### config.mk
export PLATFORM = sky130hd
export DESIGN_NAME = pm_cfg_regs
export DESIGN_NICKNAME = d
export VERILOG_FILES = /design/src/rtl/pm_cfg_pkg.sv /design/src/rtl/pm_state_reg.sv /design/src/rtl/pm_sticky_reg.sv /design/src/rtl/pm_data_mux.sv /design/src/rtl/pm_cfg_regs.sv
export SDC_FILE = /design/constraint.sdc
export NUM_CORES = 1
export LEC_CHECK = 0
export BUFFER_PORTS_ARGS = -buffer_cell sky130_fd_sc_hd__buf_2
export CAP_MARGIN = 5
export CORE_MARGIN = 2
export CORE_UTILIZATION = 41
export DETAILED_ROUTE_END_ITERATION = 8
export GPL_ROUTABILITY_DRIVEN = 1
export GPL_TIMING_DRIVEN = 0
export PLACE_DENSITY = 0.95
export SETUP_SLACK_MARGIN = 0.3
export SLEW_MARGIN = 15
export SYNTH_ARGS = -nofsm -noshare
export SYNTH_HDL_FRONTEND = slang
export SYNTH_SLANG_ARGS = --single-unit
### constraint.sdc
create_clock -name clk -period 2.74 [get_ports clk]
set_clock_uncertainty 0.1 [all_clocks]
set_input_delay 0.548 -clock clk [delete_from_list [all_inputs] [get_ports clk]]
set_output_delay 0.548 -clock clk [all_outputs]
set_load 0.02 [all_outputs]
### src/rtl/pm_cfg_pkg.sv
package pm_cfg_pkg;

  localparam int PSTATE_W = 2;
  localparam int DATA_W   = 8;
  localparam int SCALE_W  = 2;

  typedef enum logic [PSTATE_W-1:0] {
    PS_D0 = 2'b00,
    PS_D1 = 2'b01,
    PS_D2 = 2'b10,
    PS_D3 = 2'b11
  } pstate_e;

  // bit positions inside the configuration dword
  localparam int POS_PSTATE = 0;
  localparam int POS_PME    = 8;
  localparam int POS_SEL    = 9;
  localparam int POS_SCALE  = 13;
  localparam int POS_BRIDGE = 16;
  localparam int POS_DATA   = 24;

endpackage

### src/rtl/pm_state_reg.sv
module pm_state_reg
  import pm_cfg_pkg::*;
#(
  parameter int SEL_W = 4
) (
  input  logic             clk,
  input  logic             por,
  input  logic             func_rst,
  input  logic             wr_lo,
  input  logic             wr_hi,
  input  logic [1:0]       wd_pstate,
  input  logic [SEL_W-1:0] wd_sel,
  output pstate_e          pstate_q,
  output logic [SEL_W-1:0] sel_q
);

  always_ff @(posedge clk) begin
    if (por || func_rst) begin
      pstate_q <= PS_D0;
      sel_q    <= '0;
    end else begin
      if (wr_lo) pstate_q <= pstate_e'(wd_pstate);
      if (wr_hi) sel_q    <= wd_sel;
    end
  end

  // any function reset lands in D0 with select cleared
  p_func_rst_d0_r6: assert property (@(posedge clk) disable iff (por)
    func_rst |=> (pstate_q == PS_D0) && (sel_q == '0));

  // without a low-byte write the state does not move
  p_be0_hold_r2: assert property (@(posedge clk) disable iff (por)
    (!wr_lo && !func_rst) |=> $stable(pstate_q));

endmodule

### src/rtl/pm_sticky_reg.sv
module pm_sticky_reg (
  input  logic clk,
  input  logic por,
  input  logic wr_en,
  input  logic wd,
  output logic q
);

  always_ff @(posedge clk) begin
    if (por)        q <= 1'b0;
    else if (wr_en) q <= wd;
  end

  // only a write may change the bit once power-on reset is gone
  p_sticky_hold_r5: assert property (@(posedge clk) disable iff (por)
    !wr_en |=> $stable(q));

endmodule

### src/rtl/pm_data_mux.sv
module pm_data_mux #(
  parameter int NUM_ENTRIES = 8,
  parameter int SEL_W       = 4,
  parameter int DATA_W      = 8,
  parameter int SCALE_W     = 2
) (
  input  logic [SEL_W-1:0]               sel,
  input  logic [NUM_ENTRIES*DATA_W-1:0]  preload_data,
  input  logic [NUM_ENTRIES*SCALE_W-1:0] preload_scale,
  output logic [DATA_W-1:0]              data_o,
  output logic [SCALE_W-1:0]             scale_o
);

  logic [NUM_ENTRIES-1:0] hit;

  for (genvar k = 0; k < NUM_ENTRIES; k++) begin : g_hit
    assign hit[k] = (sel == SEL_W'(k));
  end

  always_comb begin
    data_o  = '0;
    scale_o = '0;
    for (int k = 0; k < NUM_ENTRIES; k++) begin
      if (hit[k]) begin
        data_o  = preload_data[k*DATA_W +: DATA_W];
        scale_o = preload_scale[k*SCALE_W +: SCALE_W];
      end
    end
  end

  always_comb begin
    a_hit_onehot_r7: assert ($onehot0(hit));
  end

endmodule

### src/rtl/pm_cfg_regs.sv
module pm_cfg_regs
  import pm_cfg_pkg::*;
#(
  parameter int NUM_ENTRIES = 8,
  parameter int SEL_W       = 4
) (
  input  logic                           clk,
  input  logic                           por,
  input  logic                           hw_rst,
  input  logic                           sw_rst,
  input  logic                           stop,
  input  logic                           cfg_wr,
  input  logic                           cfg_rd,
  input  logic [3:0]                     cfg_be,
  input  logic [31:0]                    cfg_wdata,
  output logic [31:0]                    cfg_rdata,
  input  logic [NUM_ENTRIES*DATA_W-1:0]  preload_data,
  input  logic [NUM_ENTRIES*SCALE_W-1:0] preload_scale,
  output logic [PSTATE_W-1:0]            pwr_state_o,
  output logic                           pme_en_o,
  output logic                           low_power_o
);

  localparam int SEL_MAX = 1 << SEL_W;

  initial begin
    if (NUM_ENTRIES > SEL_MAX) $error("NUM_ENTRIES exceeds select range");
    if (SEL_W != POS_SCALE - POS_SEL) $error("select width must fill its field");
  end

  logic                func_rst;
  logic                wr_lo;
  logic                wr_hi;
  pstate_e             pstate_q;
  logic [SEL_W-1:0]    sel_q;
  logic                pme_q;
  logic [DATA_W-1:0]   sel_data;
  logic [SCALE_W-1:0]  sel_scale;
  logic [31:0]         rd_word;
  logic                unused_wdata_bits;

  assign func_rst = hw_rst | sw_rst | stop;
  assign wr_lo    = cfg_wr & cfg_be[0];
  assign wr_hi    = cfg_wr & cfg_be[1];
  assign unused_wdata_bits = ^{cfg_wdata[31:POS_SCALE], cfg_wdata[7:2], cfg_be[3:2]};

  pm_state_reg #(.SEL_W(SEL_W)) u_state (
    .clk       (clk),
    .por       (por),
    .func_rst  (func_rst),
    .wr_lo     (wr_lo),
    .wr_hi     (wr_hi),
    .wd_pstate (cfg_wdata[POS_PSTATE +: PSTATE_W]),
    .wd_sel    (cfg_wdata[POS_SEL +: SEL_W]),
    .pstate_q  (pstate_q),
    .sel_q     (sel_q)
  );

  pm_sticky_reg u_pme (
    .clk   (clk),
    .por   (por),
    .wr_en (wr_hi),
    .wd    (cfg_wdata[POS_PME]),
    .q     (pme_q)
  );

  pm_data_mux #(
    .NUM_ENTRIES (NUM_ENTRIES),
    .SEL_W       (SEL_W),
    .DATA_W      (DATA_W),
    .SCALE_W     (SCALE_W)
  ) u_mux (
    .sel           (sel_q),
    .preload_data  (preload_data),
    .preload_scale (preload_scale),
    .data_o        (sel_data),
    .scale_o       (sel_scale)
  );

  always_comb begin
    rd_word = '0;
    rd_word[POS_PSTATE +: PSTATE_W] = pstate_q;
    rd_word[POS_PME]                = pme_q;
    rd_word[POS_SEL +: SEL_W]       = sel_q;
    rd_word[POS_SCALE +: SCALE_W]   = sel_scale;
    rd_word[POS_BRIDGE +: 8]        = 8'h00;
    rd_word[POS_DATA +: DATA_W]     = sel_data;
  end

  always_ff @(posedge clk) begin
    if (por)         cfg_rdata <= '0;
    else if (cfg_rd) cfg_rdata <= rd_word;
  end

  assign pwr_state_o = pstate_q;
  assign pme_en_o    = pme_q;
  assign low_power_o = (pstate_q != PS_D0);

  // reserved bits and bridge byte read zero
  p_rsvd_zero_r3: assert property (@(posedge clk) disable iff (por)
    cfg_rd |=> (cfg_rdata[7:2] == '0) && !cfg_rdata[15] && (cfg_rdata[23:16] == 8'h00));

  // read data holds without a read strobe
  p_rd_hold_r12: assert property (@(posedge clk) disable iff (por)
    !cfg_rd |=> $stable(cfg_rdata));

  // read data bit 8 mirrors the sticky register sampled at the read
  p_rd_pme_r4: assert property (@(posedge clk) disable iff (por)
    cfg_rd |=> cfg_rdata[POS_PME] == $past(pme_q));

  // an out-of-range select reads zero data and scale
  p_oob_zero_r8: assert property (@(posedge clk) disable iff (por)
    (cfg_rd && (int'(sel_q) >= NUM_ENTRIES)) |=>
      (cfg_rdata[31:24] == '0) && (cfg_rdata[14:13] == '0));

  // a read returns the state register sampled at the read
  p_rd_state_r1: assert property (@(posedge clk) disable iff (por)
    cfg_rd |=> cfg_rdata[1:0] == $past(pwr_state_o));

endmodule

==> impl_metrics.env <==
export IMPL_status="completed"
export IMPL_vdd_drop_max_uv=219
export IMPL_finalCritPeriodShare_pct=62.6
export IMPL_rows=23
export IMPL_crit_family="flip-flops"
export IMPL_cp_num_cells=2
export IMPL_ctsRootBufferMaster="clkbuf_8"
export IMPL_chipHeight_um=69.9
export IMPL_port_buffers=114
export IMPL_hpwl_mm=4.51
export IMPL_numClockSinks=24
export IMPL_stdcell_area_mm2=0.00252
export IMPL_powerDensity_mw_per_mm2=322
export IMPL_cts_tree="built"
export IMPL_clk_pin_slew_worst_paths_ns=0.08
export IMPL_num_antenna_cells=0
export IMPL_grt_max_degree=14
export IMPL_routed_via_density=5.03
export IMPL_grt_util_all_layers_pct=21.8
export IMPL_wire_per_inst_um=13.9
export IMPL_yosysWarningCount=0
export IMPL_r2r_end="cfg_rdata[24]"
export IMPL_fillers=367
export IMPL_vias=1972
export IMPL_cp_required_ns=2.09
export IMPL_rsz0062_at_grt="false"
export IMPL_core_area_mm2=0.00409
export IMPL_hold_buffers=0
export IMPL_drc_errors=0
export IMPL_synthDistinctLibCells=32
export IMPL_worstPathCellList="or2_2 > buf_2"
export IMPL_crit_start="u_state.pstate_q[1]"
export IMPL_post_dp_cell_area_mm2=0.00247
export IMPL_grt_pass1_vias=1908
export IMPL_ys_seq_area_share_pct=27.0
export IMPL_crit_fanout=4
export IMPL_ant_nets=0
export IMPL_initial_utilization_pct=43.6
export IMPL_postCtsSetupBuffers=0
export IMPL_final_hold_viol_count=0
export IMPL_syn2layout_area_growth_pct=41.6
export IMPL_synth_edf_count=0
export IMPL_fin_util_pct=61.7
export IMPL_worst_path_max_delay_cell="dfxtp_1"
export IMPL_synth_seq_cells=24
export IMPL_postSynthAreaPerCell_um2=8.48
export IMPL_syn_instance_count=210
export IMPL_grt_pass1_wl_mm=8.65
export IMPL_synth_area_leaders="dfxtp_1 (27%), mux2i_1 (9.6%), mux4_2 (8.8%)"
export IMPL_rrSetupSlack_ns=1.09
export IMPL_leakage_nw=1.25
export IMPL_netlist_area_leader_share_pct=27.0
export IMPL_dp_cells=388
export IMPL_hold_path_class="flip-flop to flip-flop"
export IMPL_setup_ws_ns=1.02
export IMPL_slew_violations=0
export IMPL_grt_overflow=0
export IMPL_drive_above_1_share_pct=46.8
export IMPL_num_nets_final=466
export IMPL_synthArstFlopShare_pct=0
export IMPL_routabilityCongestion=0.897
export IMPL_r2r_cells=5
export IMPL_critPathArrivalTime_ns=1.07
export IMPL_antenna_found_initial=0
export IMPL_ys_flop_type="dfxtp_1"
export IMPL_synth_area_mm2=0.00178
export IMPL_dp_slack_ns=0.970
export IMPL_die_width_um=69.9
export IMPL_finalNonFillerCells=392
export IMPL_setup_viol=0
export IMPL_path_buf_inv=1
export IMPL_dr_first_iter_drc_count=134
export IMPL_yosysTopAreaCell="dfxtp_1"
export IMPL_cp_start_kind="flip-flop"
export IMPL_crit_type="flip-flop to output port"
export IMPL_clk_path_buf_depth=2
export IMPL_r2r_start="u_state.sel_q[0]"
export IMPL_fin_crit_ns=1.72
export IMPL_fmax_mhz=583
export IMPL_cts_buffers=3
export IMPL_num_io_pins=159
export IMPL_dr_pass1_iters=4
export IMPL_clk_latency_ns=0.26
export IMPL_cts_htree_levels=1
export IMPL_timing_hold_ws_ns=0.379
export IMPL_dieArea_mm2=0.00489
export IMPL_setup_tns_ns=0
export IMPL_total_power_mw=0.813
export IMPL_drv_cap=0
export IMPL_ctsResizeCount=0
export IMPL_end_kind="output port"
export IMPL_endpoint="low_power_o"
export IMPL_max_stage_delay_ns=0.35
export IMPL_finalWirelength_mm=5.47
## Yosys cell counts, types with 2 or more instances
| master | n |
|---|---|
| nand3_1 | 7 |
| dfxtp_1 | 24 |
| nor3_1 | 10 |
| a21oi_1 | 11 |
| buf_6 | 3 |
| and3b_1 | 2 |
| nand2b_1 | 4 |
| nor2_1 | 13 |
| buf_4 | 17 |
| mux4_2 | 7 |
| a22oi_1 | 3 |
| a31oi_1 | 6 |
| a211oi_1 | 12 |
| o21ai_0 | 9 |
| mux2_2 | 7 |
| o22ai_1 | 6 |
| clkbuf_1 | 5 |
| inv_1 | 12 |
| buf_2 | 6 |
| nor2b_1 | 6 |
| nand3b_1 | 3 |
| nand2_1 | 11 |
| mux2i_1 | 17 |
## power breakdown
part | switching, mW | total [mW] | internal [mW]
Sequential | 0.00524 | 0.365 | 0.360
Combinational | 0.104 | 0.212 | 0.109
Clock | 0.107 | 0.236 | 0.128
Total | 0.216 | 0.813 | 0.597
## cell usage in the layout, fill, tap and decap left out
cell type,Yosys,layout
nand3b_1,3,3
nand3_1,7,7
a21oi_1,11,11
clkbuf_1,5,5
a22oi_1,3,3
a311oi_1,1,1
buf_2,6,120
buf_12,1,1
o22ai_1,6,6
nand2b_1,4,4
or2_2,1,1
and3b_1,2,2
a31oi_1,6,6
nand4b_1,1,1
dfxtp_1,24,24
o21ai_0,9,9
nor3_1,10,10
or4_1,1,1
clkbuf_8,0,4
inv_1,12,12
nor2b_1,6,6
mux2_2,7,7
buf_6,3,3
nand2_1,11,11
conb_1,1,15
mux4_2,7,7
mux2i_1,17,17
and2b_1,1,1
o211ai_1,1,1
buf_1,1,1
buf_4,17,17
nor2_1,13,13
a211oi_1,12,12
## logic make-up after synthesis
family / Yosys count / synth area share [%]
and+or+nand+nor: 60 / 17.3
muxes: 31 / 22.8
AOI/OAI and AO/OA: 49 / 17.1
DFF: 24 / 27.0
buffers and inverters: 45 / 15.7
other: 1 / 0.210
## worst min-delay path by stage
| stage | startpoint | cells after the start | slack [ns] | to |
|---|---|---|---|---|
| global route | u_pme.q | 2 | 0.41 | u_pme.q |
| finish | u_pme.q | 2 | 0.38 | u_pme.q |
| CTS | cfg_rdata[27] | 2 | 0.38 | cfg_rdata[27] |
| detailed placement | u_pme.q | 2 | 0.37 | u_pme.q |
| floorplan | u_pme.q | 2 | 0.45 | u_pme.q |
| global placement | u_pme.q | 2 | 0.37 | u_pme.q |
## tightest hold or removal path: stages (launching register included)
cell     delay, ns
dfxtp_1       0.33
nand2_1       0.06
a21oi_1       0.05
## sequential cells by signal, indices dropped and copies added (netlist names)
signal and count:
u_state.sel_q 4, u_pme.q 1, u_state.pstate_q 2, cfg_rdata 17
## routing by layer
metal | GRT usage [%] | wire [um]
met1 | 26.9 | 2220
met2 | 38.1 | 2740
met3 | 4.91 | 426
met4 | 5.77 | 83
met5 | 0 | 0
## final cells by class
class | instances | area [um^2] | share of cell area, %
multi-input combinational | 155 | 1070 | 42.6
timing repair buffer | 114 | 571 | 22.6
sequential | 24 | 480 | 19.0
buffer | 33 | 234 | 9.28
tap | 50 | 62.6 | 2.48
clock buffer | 4 | 55.1 | 2.18
inverter | 12 | 45.0 | 1.79
Note: power is estimated with default switching activity, not from simulation.
